## src/rtl/spi_ctl_pkg.sv

```systemverilog
// Shared types and constants for the SPI controller.
// Assumes a byte-wide register port with four addresses.
package spi_ctl_pkg;

    localparam int REG_W  = 8;
    localparam int ADDR_W = 2;

    localparam logic [ADDR_W-1:0] A_MODE = 2'd0;
    localparam logic [ADDR_W-1:0] A_SSEL = 2'd1;
    localparam logic [ADDR_W-1:0] A_DATA = 2'd2;
    localparam logic [ADDR_W-1:0] A_STAT = 2'd3;

    typedef struct packed {
        logic master;
        logic cpol;
        logic cpha;
        logic lsb_first;
    } spi_mode_t;

    typedef enum logic [1:0] {
        SS_FREE     = 2'd0,
        SS_FAULT_IN = 2'd1,
        SS_AUTO_OUT = 2'd2,
        SS_SLAVE_IN = 2'd3
    } ss_role_t;

    // Decide what the slave-select pin does from the three control bits.
    function automatic ss_role_t ss_role_f(input logic master, input logic mf_en,
                                           input logic auto_oe);
        if (!master)      return SS_SLAVE_IN;
        else if (!mf_en)  return SS_FREE;
        else if (auto_oe) return SS_AUTO_OUT;
        else              return SS_FAULT_IN;
    endfunction

endpackage

```

## src/rtl/spi_ctl_sync.sv

```systemverilog
// Two-stage synchroniser for asynchronous pad inputs.
// Assumes the inputs change slowly relative to clk.
module spi_ctl_sync #(
    parameter int          W       = 1,
    parameter logic [W-1:0] RST_VAL = '0
) (
    input  logic         clk,
    input  logic         rst_n,
    input  logic [W-1:0] d,
    output logic [W-1:0] q
);
    logic [W-1:0] meta_q;
    logic [W-1:0] sync_q;

    // Two flops in series to settle metastability.
    always_ff @(posedge clk) begin
        if (!rst_n) begin
            meta_q <= RST_VAL;
            sync_q <= RST_VAL;
        end else begin
            meta_q <= d;
            sync_q <= meta_q;
        end
    end

    assign q = sync_q;
endmodule

```

## src/rtl/spi_ctl_regs.sv

```systemverilog
// Register file: mode, select, data and status registers.
// Assumes single-cycle bus writes; reads are combinational on bus_addr.
module spi_ctl_regs
    import spi_ctl_pkg::*;
(
    input  logic              clk,
    input  logic              rst_n,
    input  logic              bus_sel,
    input  logic              bus_wr,
    input  logic [ADDR_W-1:0] bus_addr,
    input  logic [REG_W-1:0]  bus_wdata,
    output logic [REG_W-1:0]  bus_rdata,
    output spi_mode_t         mode,
    output logic              mf_en,
    output logic              ss_auto,
    output logic              data_wr,
    output logic              flag_done,
    output logic              flag_fault,
    input  logic              fault_set,
    input  logic              done_set,
    input  logic [REG_W-1:0]  rx_in
);
    spi_mode_t        mode_q;
    logic             mf_en_q;
    logic             ss_auto_q;
    logic [1:0]       spare_q;
    logic             done_q;
    logic             fault_q;
    logic [REG_W-1:0] rxbuf_q;
    logic             wr_stb;

    assign wr_stb  = bus_sel && bus_wr;
    assign data_wr = wr_stb && (bus_addr == A_DATA);

    // Configuration storage; a mode fault forces slave mode.
    always_ff @(posedge clk) begin
        if (!rst_n) begin
            mode_q    <= '0;
            mf_en_q   <= 1'b0;
            ss_auto_q <= 1'b0;
            spare_q   <= '0;
        end else begin
            if (wr_stb && bus_addr == A_MODE)
                mode_q <= spi_mode_t'(bus_wdata[7:4]);
            if (wr_stb && bus_addr == A_SSEL) begin
                mf_en_q   <= bus_wdata[4];
                ss_auto_q <= bus_wdata[3];
                spare_q   <= bus_wdata[1:0];
            end
            if (fault_set)
                mode_q.master <= 1'b0;
        end
    end

    // Sticky flags and receive buffer; set wins over a clear in the same cycle.
    always_ff @(posedge clk) begin
        if (!rst_n) begin
            done_q  <= 1'b0;
            fault_q <= 1'b0;
            rxbuf_q <= '0;
        end else begin
            if (wr_stb && bus_addr == A_STAT) begin
                if (bus_wdata[7]) done_q  <= 1'b0;
                if (bus_wdata[6]) fault_q <= 1'b0;
            end
            if (done_set) begin
                done_q  <= 1'b1;
                rxbuf_q <= rx_in;
            end
            if (fault_set)
                fault_q <= 1'b1;
        end
    end

    // Read multiplexer with unimplemented bits tied low.
    always_comb begin
        case (bus_addr)
            A_MODE:  bus_rdata = {mode_q, 4'b0000};
            A_SSEL:  bus_rdata = {3'b000, mf_en_q, ss_auto_q, 1'b0, spare_q};
            A_DATA:  bus_rdata = rxbuf_q;
            default: bus_rdata = {done_q, fault_q, 6'b000000};
        endcase
    end

    assign mode       = mode_q;
    assign mf_en      = mf_en_q;
    assign ss_auto    = ss_auto_q;
    assign flag_done  = done_q;
    assign flag_fault = fault_q;
endmodule

```

## src/rtl/spi_ctl_shift.sv

```systemverilog
// Frame shifter shared by master and slave: counts clock edges, shifts the
// outgoing byte on change edges and gathers incoming bits on sample edges.
// Assumes one edge_stb pulse per serial-clock edge, 2*DATA_W per frame.
module spi_ctl_shift #(
    parameter int DATA_W = 8
) (
    input  logic              clk,
    input  logic              rst_n,
    input  logic              clear,
    input  logic              load,
    input  logic [DATA_W-1:0] load_data,
    input  logic              edge_stb,
    input  logic              cpha,
    input  logic              lsb_first,
    input  logic              din,
    output logic              dout,
    output logic [DATA_W-1:0] rx_next,
    output logic              last_sample,
    output logic              last_edge
);
    localparam int EDGES = 2 * DATA_W;
    localparam int EW    = $clog2(EDGES);

    logic [EW-1:0]     edge_q;
    logic [DATA_W-1:0] tx_q;
    logic [DATA_W-1:0] rx_q;
    logic              sample_edge;
    logic              change_edge;
    logic              do_sample;

    // Phase 0 samples on even (leading) edges, phase 1 on odd (trailing) edges.
    assign sample_edge = (edge_q[0] == cpha);
    assign change_edge = !sample_edge && !(cpha && edge_q == '0);
    assign do_sample   = edge_stb && sample_edge;
    assign last_sample = do_sample && (edge_q[EW-1:1] == (EW-1)'(DATA_W-1));
    assign last_edge   = edge_stb && (edge_q == EW'(EDGES-1));
    assign dout        = lsb_first ? tx_q[0] : tx_q[DATA_W-1];

    // Next receive value, including the bit sampled this cycle.
    always_comb begin
        if (!do_sample)     rx_next = rx_q;
        else if (lsb_first) rx_next = {din, rx_q[DATA_W-1:1]};
        else                rx_next = {rx_q[DATA_W-2:0], din};
    end

    // Edge counter and shift registers.
    always_ff @(posedge clk) begin
        if (!rst_n) begin
            edge_q <= '0;
            tx_q   <= '0;
            rx_q   <= '0;
        end else if (load) begin
            edge_q <= '0;
            tx_q   <= load_data;
        end else if (clear) begin
            edge_q <= '0;
        end else if (edge_stb) begin
            edge_q <= edge_q + 1'b1;
            rx_q   <= rx_next;
            if (change_edge)
                tx_q <= lsb_first ? (tx_q >> 1) : (tx_q << 1);
        end
    end
endmodule

```

## src/rtl/spi_ctl_mtimer.sv

```systemverilog
// Master clock generator: while a frame runs, emits an edge strobe every
// DIV_HALF cycles and toggles the serial clock, which idles at cpol.
// Assumes DIV_HALF >= 2.
module spi_ctl_mtimer #(
    parameter int DIV_HALF = 4
) (
    input  logic clk,
    input  logic rst_n,
    input  logic start,
    input  logic abort,
    input  logic cpol,
    input  logic last_edge,
    output logic busy,
    output logic edge_stb,
    output logic sck
);
    localparam int CW = (DIV_HALF > 1) ? $clog2(DIV_HALF) : 1;

    logic [CW-1:0] cnt_q;
    logic          busy_q;
    logic          act_q;

    assign edge_stb = busy_q && (cnt_q == CW'(DIV_HALF - 1));
    assign busy     = busy_q;
    assign sck      = act_q ^ cpol;

    // Half-period counter, frame activity and unpolarised clock level.
    always_ff @(posedge clk) begin
        if (!rst_n || abort) begin
            cnt_q  <= '0;
            busy_q <= 1'b0;
            act_q  <= 1'b0;
        end else if (start && !busy_q) begin
            cnt_q  <= '0;
            busy_q <= 1'b1;
        end else if (busy_q) begin
            if (edge_stb) begin
                cnt_q <= '0;
                act_q <= !act_q;
                if (last_edge)
                    busy_q <= 1'b0;
            end else begin
                cnt_q <= cnt_q + 1'b1;
            end
        end
    end
endmodule

```

## src/rtl/spi_ctl.sv

```systemverilog
// SPI controller top: register file, master clock timer, shared frame
// shifter and slave-select role logic with mode-fault detection.
// Assumes clk is at least six times the serial clock rate in slave mode.
module spi_ctl
    import spi_ctl_pkg::*;
#(
    parameter int DIV_HALF = 4
) (
    input  logic              clk,
    input  logic              rst_n,
    input  logic              bus_sel,
    input  logic              bus_wr,
    input  logic [ADDR_W-1:0] bus_addr,
    input  logic [REG_W-1:0]  bus_wdata,
    output logic [REG_W-1:0]  bus_rdata,
    input  logic              sck_i,
    output logic              sck_o,
    output logic              sck_oe,
    input  logic              mosi_i,
    output logic              mosi_o,
    output logic              mosi_oe,
    input  logic              miso_i,
    output logic              miso_o,
    output logic              miso_oe,
    input  logic              ss_i,
    output logic              ss_o,
    output logic              ss_oe,
    output logic              mode_fault
);
    spi_mode_t        cfg_mode;
    logic             cfg_mf_en;
    logic             cfg_ss_auto;
    logic             data_wr;
    logic             flag_done;
    logic             flag_fault;
    logic             fault_set;
    logic             done_set;
    logic [REG_W-1:0] rx_next;
    logic             sh_dout;
    logic             sh_last_sample;
    logic             sh_last_edge;
    logic             m_busy;
    logic             m_edge;
    logic             m_sck;
    logic             m_start;
    logic [2:0]       pad_s;
    logic             sck_s;
    logic             mosi_s;
    logic             ss_s;
    logic             sck_d_q;
    logic             s_edge;
    ss_role_t         ss_role;
    logic             is_master;

    spi_ctl_regs u_regs (
        .clk        (clk),
        .rst_n      (rst_n),
        .bus_sel    (bus_sel),
        .bus_wr     (bus_wr),
        .bus_addr   (bus_addr),
        .bus_wdata  (bus_wdata),
        .bus_rdata  (bus_rdata),
        .mode       (cfg_mode),
        .mf_en      (cfg_mf_en),
        .ss_auto    (cfg_ss_auto),
        .data_wr    (data_wr),
        .flag_done  (flag_done),
        .flag_fault (flag_fault),
        .fault_set  (fault_set),
        .done_set   (done_set),
        .rx_in      (rx_next)
    );

    spi_ctl_sync #(.W(3), .RST_VAL(3'b100)) u_sync (
        .clk   (clk),
        .rst_n (rst_n),
        .d     ({ss_i, mosi_i, sck_i}),
        .q     (pad_s)
    );

    assign sck_s  = pad_s[0];
    assign mosi_s = pad_s[1];
    assign ss_s   = pad_s[2];

    assign is_master = cfg_mode.master;
    assign ss_role   = ss_role_f(is_master, cfg_mf_en, cfg_ss_auto);
    assign fault_set = (ss_role == SS_FAULT_IN) && !ss_s;
    assign m_start   = data_wr && is_master && !m_busy && !fault_set;

    // Delayed synchronised clock for slave edge detection.
    always_ff @(posedge clk) begin
        if (!rst_n) sck_d_q <= 1'b0;
        else        sck_d_q <= sck_s;
    end

    assign s_edge = !is_master && !ss_s && (sck_s != sck_d_q);

    spi_ctl_mtimer #(.DIV_HALF(DIV_HALF)) u_mtimer (
        .clk       (clk),
        .rst_n     (rst_n),
        .start     (m_start),
        .abort     (fault_set),
        .cpol      (cfg_mode.cpol),
        .last_edge (sh_last_edge),
        .busy      (m_busy),
        .edge_stb  (m_edge),
        .sck       (m_sck)
    );

    spi_ctl_shift #(.DATA_W(REG_W)) u_shift (
        .clk         (clk),
        .rst_n       (rst_n),
        .clear       (!is_master && ss_s),
        .load        (is_master ? m_start : data_wr),
        .load_data   (bus_wdata),
        .edge_stb    (is_master ? m_edge : s_edge),
        .cpha        (cfg_mode.cpha),
        .lsb_first   (cfg_mode.lsb_first),
        .din         (is_master ? miso_i : mosi_s),
        .dout        (sh_dout),
        .rx_next     (rx_next),
        .last_sample (sh_last_sample),
        .last_edge   (sh_last_edge)
    );

    assign done_set = is_master ? (m_edge && sh_last_edge) : sh_last_sample;

    assign sck_o      = m_sck;
    assign sck_oe     = is_master;
    assign mosi_o     = sh_dout;
    assign mosi_oe    = is_master;
    assign miso_o     = sh_dout;
    assign miso_oe    = !is_master && !ss_s;
    assign ss_o       = !m_busy;
    assign ss_oe      = (ss_role == SS_AUTO_OUT);
    assign mode_fault = flag_fault;
endmodule

```

## config.mk

```make
export PLATFORM = sky130hd
export DESIGN_NAME = spi_ctl
export DESIGN_NICKNAME = d
export VERILOG_FILES = /design/src/rtl/spi_ctl_pkg.sv /design/src/rtl/spi_ctl_sync.sv /design/src/rtl/spi_ctl_regs.sv /design/src/rtl/spi_ctl_shift.sv /design/src/rtl/spi_ctl_mtimer.sv /design/src/rtl/spi_ctl.sv
export SDC_FILE = /design/constraint.sdc
export NUM_CORES = 1
export LEC_CHECK = 0
export ABC_AREA = 1
export BUFFER_PORTS_ARGS = -buffer_cell sky130_fd_sc_hd__buf_2
export CORE_ASPECT_RATIO = 1.75
export CORE_MARGIN = 4
export CORE_UTILIZATION = 52
export DETAILED_ROUTE_END_ITERATION = 10
export PLACE_DENSITY = 0.76
export REMOVE_ABC_BUFFERS = 1
export SLEW_MARGIN = 0
export SYNTH_ARGS = -nofsm -noshare
export SYNTH_HDL_FRONTEND = slang
export SYNTH_SLANG_ARGS = --single-unit
```

## constraint.sdc

```tcl
create_clock -name clk -period 1.4 [get_ports clk]
set_clock_uncertainty 0.05 [all_clocks]
set_input_delay 0.14 -clock clk [delete_from_list [all_inputs] [get_ports clk]]
set_output_delay 0.14 -clock clk [all_outputs]
set_load 0.01 [all_outputs]
```

==> results.yml, run 1 <==
run_status:
  status: "complete, but fails checks"
  violations: "negative setup slack"
global_route:
  antenna_found_initial: 0
  track_usage: 0.2733
  grt-ovfl-total: 0
  grt_pass1_wl_mm: 12.90
  grt_pass1_vias: 2829
  grt_max_degree: 23
critical_path:
  critPathBufInv: 1
  ff2ff_setup_slack_ns: -0.21
  critical-path-top-delay-family: "simple AND/OR/NAND/NOR gates"
  worstPathRequired_ns: 1.56
  cp_max_fo: 8
  arrival_ns: 1.77
  path_class: "reg2reg"
  cp_slowest_cell: "dfxtp_2"
  crit_chain: "ha_4 -> nand3_4 -> nand2_4 -> nand4_1 -> buf_6 -> a21oi_2 -> nor2_1"
  worst_path_largest_cell_delay_ns: 0.37
  end_kind: "register"
  startpoint_type: "register"
synthesis:
  avgSynthCellArea_um2: 6.548
  synth-main-ff-cell: "dfxtp_1"
  yosysUniqueCellTypes: 32
  synth-edff-count: 0
  ys_seq_area_frac: 0.3717
  synth_area_leaders: "dfxtp_1 (37%), nand2_1 (18%), inv_1 (6.5%), nor2_1 (6.3%), nand3_1 (5.9%)"
  ys_top_cells_by_count: "nand2_1 (128), dfxtp_1 (49), inv_1 (46)"
  synth_top_area_share: 0.3717
  synth_seq_cells: 49
  async_flop_share: 0
  yosysWarnings: 0
  yosysMostFrequentCell: "nand2_1"
  synth_top_area_cell: "dfxtp_1"
  netlist_area_um2: 2639
  syn_inst: 403
final_layout:
  regArea_um2: 994.7
  multi_input_area_um2: 1777
  syn_to_final_growth_pct: 46.56
  fillers: 305
  num_antenna_cells: 0
  final_cells: 547
  drive_gt1_frac: 0.4199
  layout.nets: 513
  final_util: 0.7837
die:
  dieWidth_um: 61.85
  die_h_um: 102.2
  rows: 34
  io_pins: 35
  dieArea_um2: 6323
  core_um2: 4935
  initial_utilization: 0.5347
place:
  gp_congestion: 0.9482
  port_buffers: 34
  dp.cells: 521
  dp_hpwl_mm: 5.367
timing:
  period_minus_slack_ns: 1.609
  final_hold_viol_count: 0
  worst_slew_pin_slew_ns: 0.4121
  clock.fmax_mhz: 621.4
  fin_ws_ns: -0.2093
  slew_viol_final: 0
  relSlewSlack: 0.7250
  setup_viol: 30
  rsz0062_at_grt: "yes"
  tns_ns: -2.380
  fin_crit_sh: 1.149
route:
  vias: 3097
  drt-total-wl_mm: 9.131
  drc_errors: 0
  viasPerCell: 5.662
  drt_iter0_drc: 219
  drtAntennaViolNets: 0
  routedWlPerCell_um: 16.69
  drt_first_pass_iters: 5
clock_network:
  clock_path_buffers: 2
  cts_tree: "done"
  htreeDepth: 2
  clock-sinks: 49
  clk_pin_slew_worst_paths_ns: 0.10
  cts_made_buffers: 5
  cts-root-buf: "clkbuf_8"
  clock_latency_ns: 0.31
hold_path:
  hold_path_class: "in2reg"
power_and_ir_drop:
  irDropWorstVdd_v: 0.0007069
  p_leak_nw: 1.834
  power_density_nw_per_um2: 669.5
  fin_total_pwr_w: 0.002589
run:
  cap_violations: 0
[cells in the final DEF (no fill, tap or decap), types with 2 or more instances in the layout]
cell,netlist,routed
buf_6,3,9
xor2_1,3,3
clkinvlp_4,0,2
buf_8,1,2
nand2_1,128,98
dfxtp_2,0,8
buf_4,4,44
clkbuf_8,0,5
nand3_2,6,19
inv_2,2,3
nor3_2,0,2
dfxtp_1,49,40
a21oi_2,0,15
nand3_4,1,4
o21ai_0,25,24
dlygate4sd3_1,0,3
nand2_8,0,3
nand4_1,2,2
nor2_2,0,5
inv_1,46,42
nor2_1,44,39
clkbuf_1,5,2
buf_2,2,34
nand2_4,1,13
a21oi_1,25,9
or2_2,2,2
nand2_2,6,21
buf_12,0,4
nand3_1,31,16
o221ai_2,0,2
o22ai_2,0,2
ha_1,3,2
[registers in the layout (all words and copies together), names as in the netlist, 2 cells and up]
| signal | count |
|---|---|
| u_sync.meta_q | 3 |
| u_mtimer.cnt_q | 2 |
| u_sync.q | 3 |
| u_shift.edge_q | 4 |
| u_regs.mode | 4 |
| u_regs.rxbuf_q | 8 |
| u_shift.rx_q | 8 |
| u_shift.tx_q | 8 |
| u_regs.spare_q | 2 |
[power breakdown]
| part | switching [W] | internal, W | leakage [nW] | total [W] |
|---|---|---|---|---|
| Combinational | 0.000186 | 0.000128 | 1.39 | 0.000314 |
| Sequential | 0.0000213 | 0.00142 | 0.401 | 0.00144 |
| Clock | 0.000481 | 0.000355 | 0.0385 | 0.000836 |
[final timing paths]
check / from / cells after the start / to
worst max-delay path: u_mtimer.cnt_q[1] / 7 / u_regs.rxbuf_q[4]
worst min-delay path: bus_wdata[1] / 3 / u_regs.spare_q[1]
worst max register to register: u_mtimer.cnt_q[1] / 7 / u_regs.rxbuf_q[4]
worst min register to register: u_sync.meta_q[0] / 2 / u_sync.q[0]
[kinds of logic after synthesis]
| group | share of synthesized area |
|---|---|
| and+or+nand+nor | 0.3741 |
| AOI/OAI and AO/OA | 0.1190 |
| adders and majority gates | 0.01423 |
| buffers and inverters | 0.1110 |
| xor gates and xnor gates | 0.009959 |
| DFF | 0.3717 |
[worst reg2reg max path, delay by kind of cell (launching register included)]
family	cells	cell delay, ns
AOI/OAI and AO/OA	1	0.17
adders and majority gates	1	0.16
and+or+nand+nor	4	0.53
DFF	1	0.37
buffers and inverters	1	0.24
[repair_timing]
item	CTS	global route
hold endpoints to repair	3	0
cloned	2	0
pin swaps	31	34
buffers inserted	10	5
endpoints found under the setup margin	29	34
hold buffers	3	0
resized for setup	63	67
[per-stage QoR]
stage | setup WS (ns) | area [µm²] | hold WS, ns
after floorplan | -0.7763 | 2531 | 0.1835
after global placement | -0.1630 | 3132 | 0.2784
after detailed placement | -0.1601 | 3132 | 0.2841
after CTS | -0.05983 | 3616 | 0.05013
after global routing | -0.3244 | 3867 | 0.07080
final | -0.2093 | 3867 | 0.05743
[final cells by class]
type / count / area share
Clock buffer: 7 / 0.01973
Clock inverter: 1 / 0.001941
Inverter: 49 / 0.05241
Multi-Input combinational cell: 291 / 0.4594
Sequential cell: 49 / 0.2572
Tap cell: 54 / 0.01747
Timing Repair Buffer: 96 / 0.1918
[layer usage]
| metal | GRT usage | routed length (µm) |
|---|---|---|
| met5 | 0 | 0 |
| met4 | 0.1307 | 443 |
| met3 | 0.04551 | 530 |
| met2 | 0.4907 | 4913 |
| met1 | 0.2959 | 3243 |
Note: power is estimated with default switching activity, not from simulation.
==> run 2, diff against run 1 <==
PLACE_DENSITY = not set   (was 0.76)
PLACE_DENSITY_LB_ADDON = 0.12   (was not set)
==> run 2 against run 1 <==
Sequential cell count stayed put. Combinational power down 12%. Hold slack got worse by 0.0077 ns. Via count fell by 6.9%. Largest power group unchanged. Clock-buffer cell count stayed put. Global-route usage is 2.3 points lower. The flow still finishes with violations (negative setup slack).
==> results.yml, run 2 (synthesis gave the netlist of run 1 again) <==
clock_network:
  clk_pin_slew_worst_paths_ns: 0.09
  htreeDepth: 2
  clock_latency_ns: 0.31
  clock_path_buffers: 2
  clock-sinks: 49
  cts_made_buffers: 5
  cts_tree: "done"
  cts-root-buf: "clkbuf_8"
critical_path:
  end_kind: "register"
  worstRegToRegCells: 9
  arrival_ns: 1.63
  cp_max_fo: 8
  path_class: "reg2reg"
  crit_chain: "nor2_4 -> nand3_4 -> nand2_4 -> buf_12 -> nand2_4 -> nand2_2 -> nand2_2 -> a21oi_2 -> nor2_1"
  worst_path_largest_cell_delay_ns: 0.37
  cp_slowest_cell: "dfxtp_4"
  startpoint_type: "register"
  worstPathRequired_ns: 1.56
power_and_ir_drop:
  power_density_nw_per_um2: 717.1
  irDropWorstVdd_v: 0.0009036
  p_leak_nw: 1.718
global_route:
  antenna_found_initial: 0
  grt_pass1_wl_mm: 12.01
  track_usage: 0.2507
  grt_max_degree: 16
  grt-ovfl-total: 0
  grt_pass1_vias: 2756
final_layout:
  final_common_cell: "nand2_1"
  final_cells: 535
  biggestRegsByFlops: "u_regs.rxbuf_q x8, u_shift.rx_q x8, u_shift.tx_q x8"
  drive_gt1_frac: 0.3846
  layout.nets: 501
  num_antenna_cells: 0
  layout_common_cells: "nand2_1 (104), inv_1 (40), nor2_1 (40), dfxtp_1 (39)"
  syn_to_final_growth_pct: 39.02
route:
  drtAntennaViolNets: 0
  drt_iter0_drc: 154
  drc_errors: 0
  drt_first_pass_iters: 5
  routedWlPerCell_um: 14.35
  drt-total-wl_mm: 7.678
  viasPerCell: 5.391
  vias: 2884
die:
  rows: 34
  initial_utilization: 0.5347
  io_pins: 35
  core_um2: 4935
  die_h_um: 102.2
  dieWidth_um: 61.85
  dieArea_um2: 6323
run:
  cap_violations: 0
hold_path:
  min_path_cells: 3
  hold_path_class: "in2reg"
place:
  dp_hpwl_mm: 5.305
  dp.cells: 520
  port_buffers: 34
  gp_congestion: 0.8709
timing:
  fin_ws_ns: -0.07766
  final_hold_viol_count: 0
  relSlewSlack: 0.7697
  period_minus_slack_ns: 1.478
  worst_slew_pin_slew_ns: 0.3451
  rsz0062_at_grt: "yes"
  slew_viol_final: 0
  setup_viol: 14
  tns_ns: -0.5100
  clock.fmax_mhz: 676.7
  fin_crit_sh: 1.055
run_status:
  violations: "negative setup slack"
  status: "complete, but fails checks"
[run 2: cell types whose count changed in the layout (fill, tap and decap cells not counted), sizes merged]
cell / change
buf: -13
clkinv: +2
clkinvlp: -2
inv: +1
[run 2: final timing paths]
path	slack, ns	start	to
worst max-delay path	-0.08	u_sync.q[2]	u_regs.rxbuf_q[5]
worst min-delay path	0.05	bus_wdata[1]	u_regs.spare_q[1]
worst max register to register	-0.08	u_sync.q[2]	u_regs.rxbuf_q[5]
worst min register to register	0.37	u_sync.meta_q[2]	u_sync.q[2]
[run 2: where the power goes]
group / internal [W] / leakage [nW] / switching, W
clock network: 0.000447 / 0.0542 / 0.000473
registers: 0.00142 / 0.402 / 0.0000185
logic: 0.000113 / 1.26 / 0.000164
[run 2: timing repair]
item | in CTS | in global routing
setup buffers | 3 | 2
endpoints found under the setup margin | 35 | 34
cloned | 2 | 1
resized for setup | 52 | 65
endpoints found under the hold margin | 3 | 0
pin swaps | 24 | 21
hold buffers | 3 | 0
[run 2: critical path, delay by kind of cell, from the launching register on]
family / cells / cell delay, ns
AND/OR/NAND/NOR: 7 / 0.68
flip-flops: 1 / 0.37
buffers and inverters: 1 / 0.15
AO/OA/AOI/OAI: 1 / 0.13
[run 2: layout make-up]
| cell class | count | area (µm²) |
|---|---|---|
| multi-input cells | 291 | 1678 |
| fillers | 385 | 1266 |
| flip-flops and latches | 49 | 998.5 |
| repair buffers | 83 | 611.8 |
| inverters | 49 | 206.4 |
| clock buffers | 7 | 96.34 |
| well taps | 54 | 67.56 |
| clock inverters | 1 | 5.005 |
| repair inverters | 1 | 5.005 |
[run 2: metal layers]
layer | vias to the layer above | global-route usage | part of all wire
met5 | - | 0 | 0
met4 | 0 | 0.1209 | 0.040
li1 | 1429 | - | -
met2 | 91 | 0.4520 | 0.53
met1 | 1340 | 0.2754 | 0.39
met3 | 24 | 0.03161 | 0.045
[run 2: stage by stage]
| step | hold WS (ns) | power [W] | util | setup WS (ns) | instance area [µm²] |
|---|---|---|---|---|---|
| after CTS | 0.03582 | 0.002627 | 0.7087 | -0.04154 | 3497 |
| after floorplan | 0.1835 | 0.001565 | - | -0.7763 | 2531 |
| final | 0.04977 | 0.002631 | 0.7434 | -0.07766 | 3669 |
| after global routing | 0.07101 | 0.002727 | 0.7434 | -0.1699 | 3669 |
| after detailed placement | 0.2807 | 0.001691 | 0.6306 | -0.2021 | 3112 |
| after global placement | 0.2708 | 0.001686 | 0.6306 | -0.1514 | 3112 |
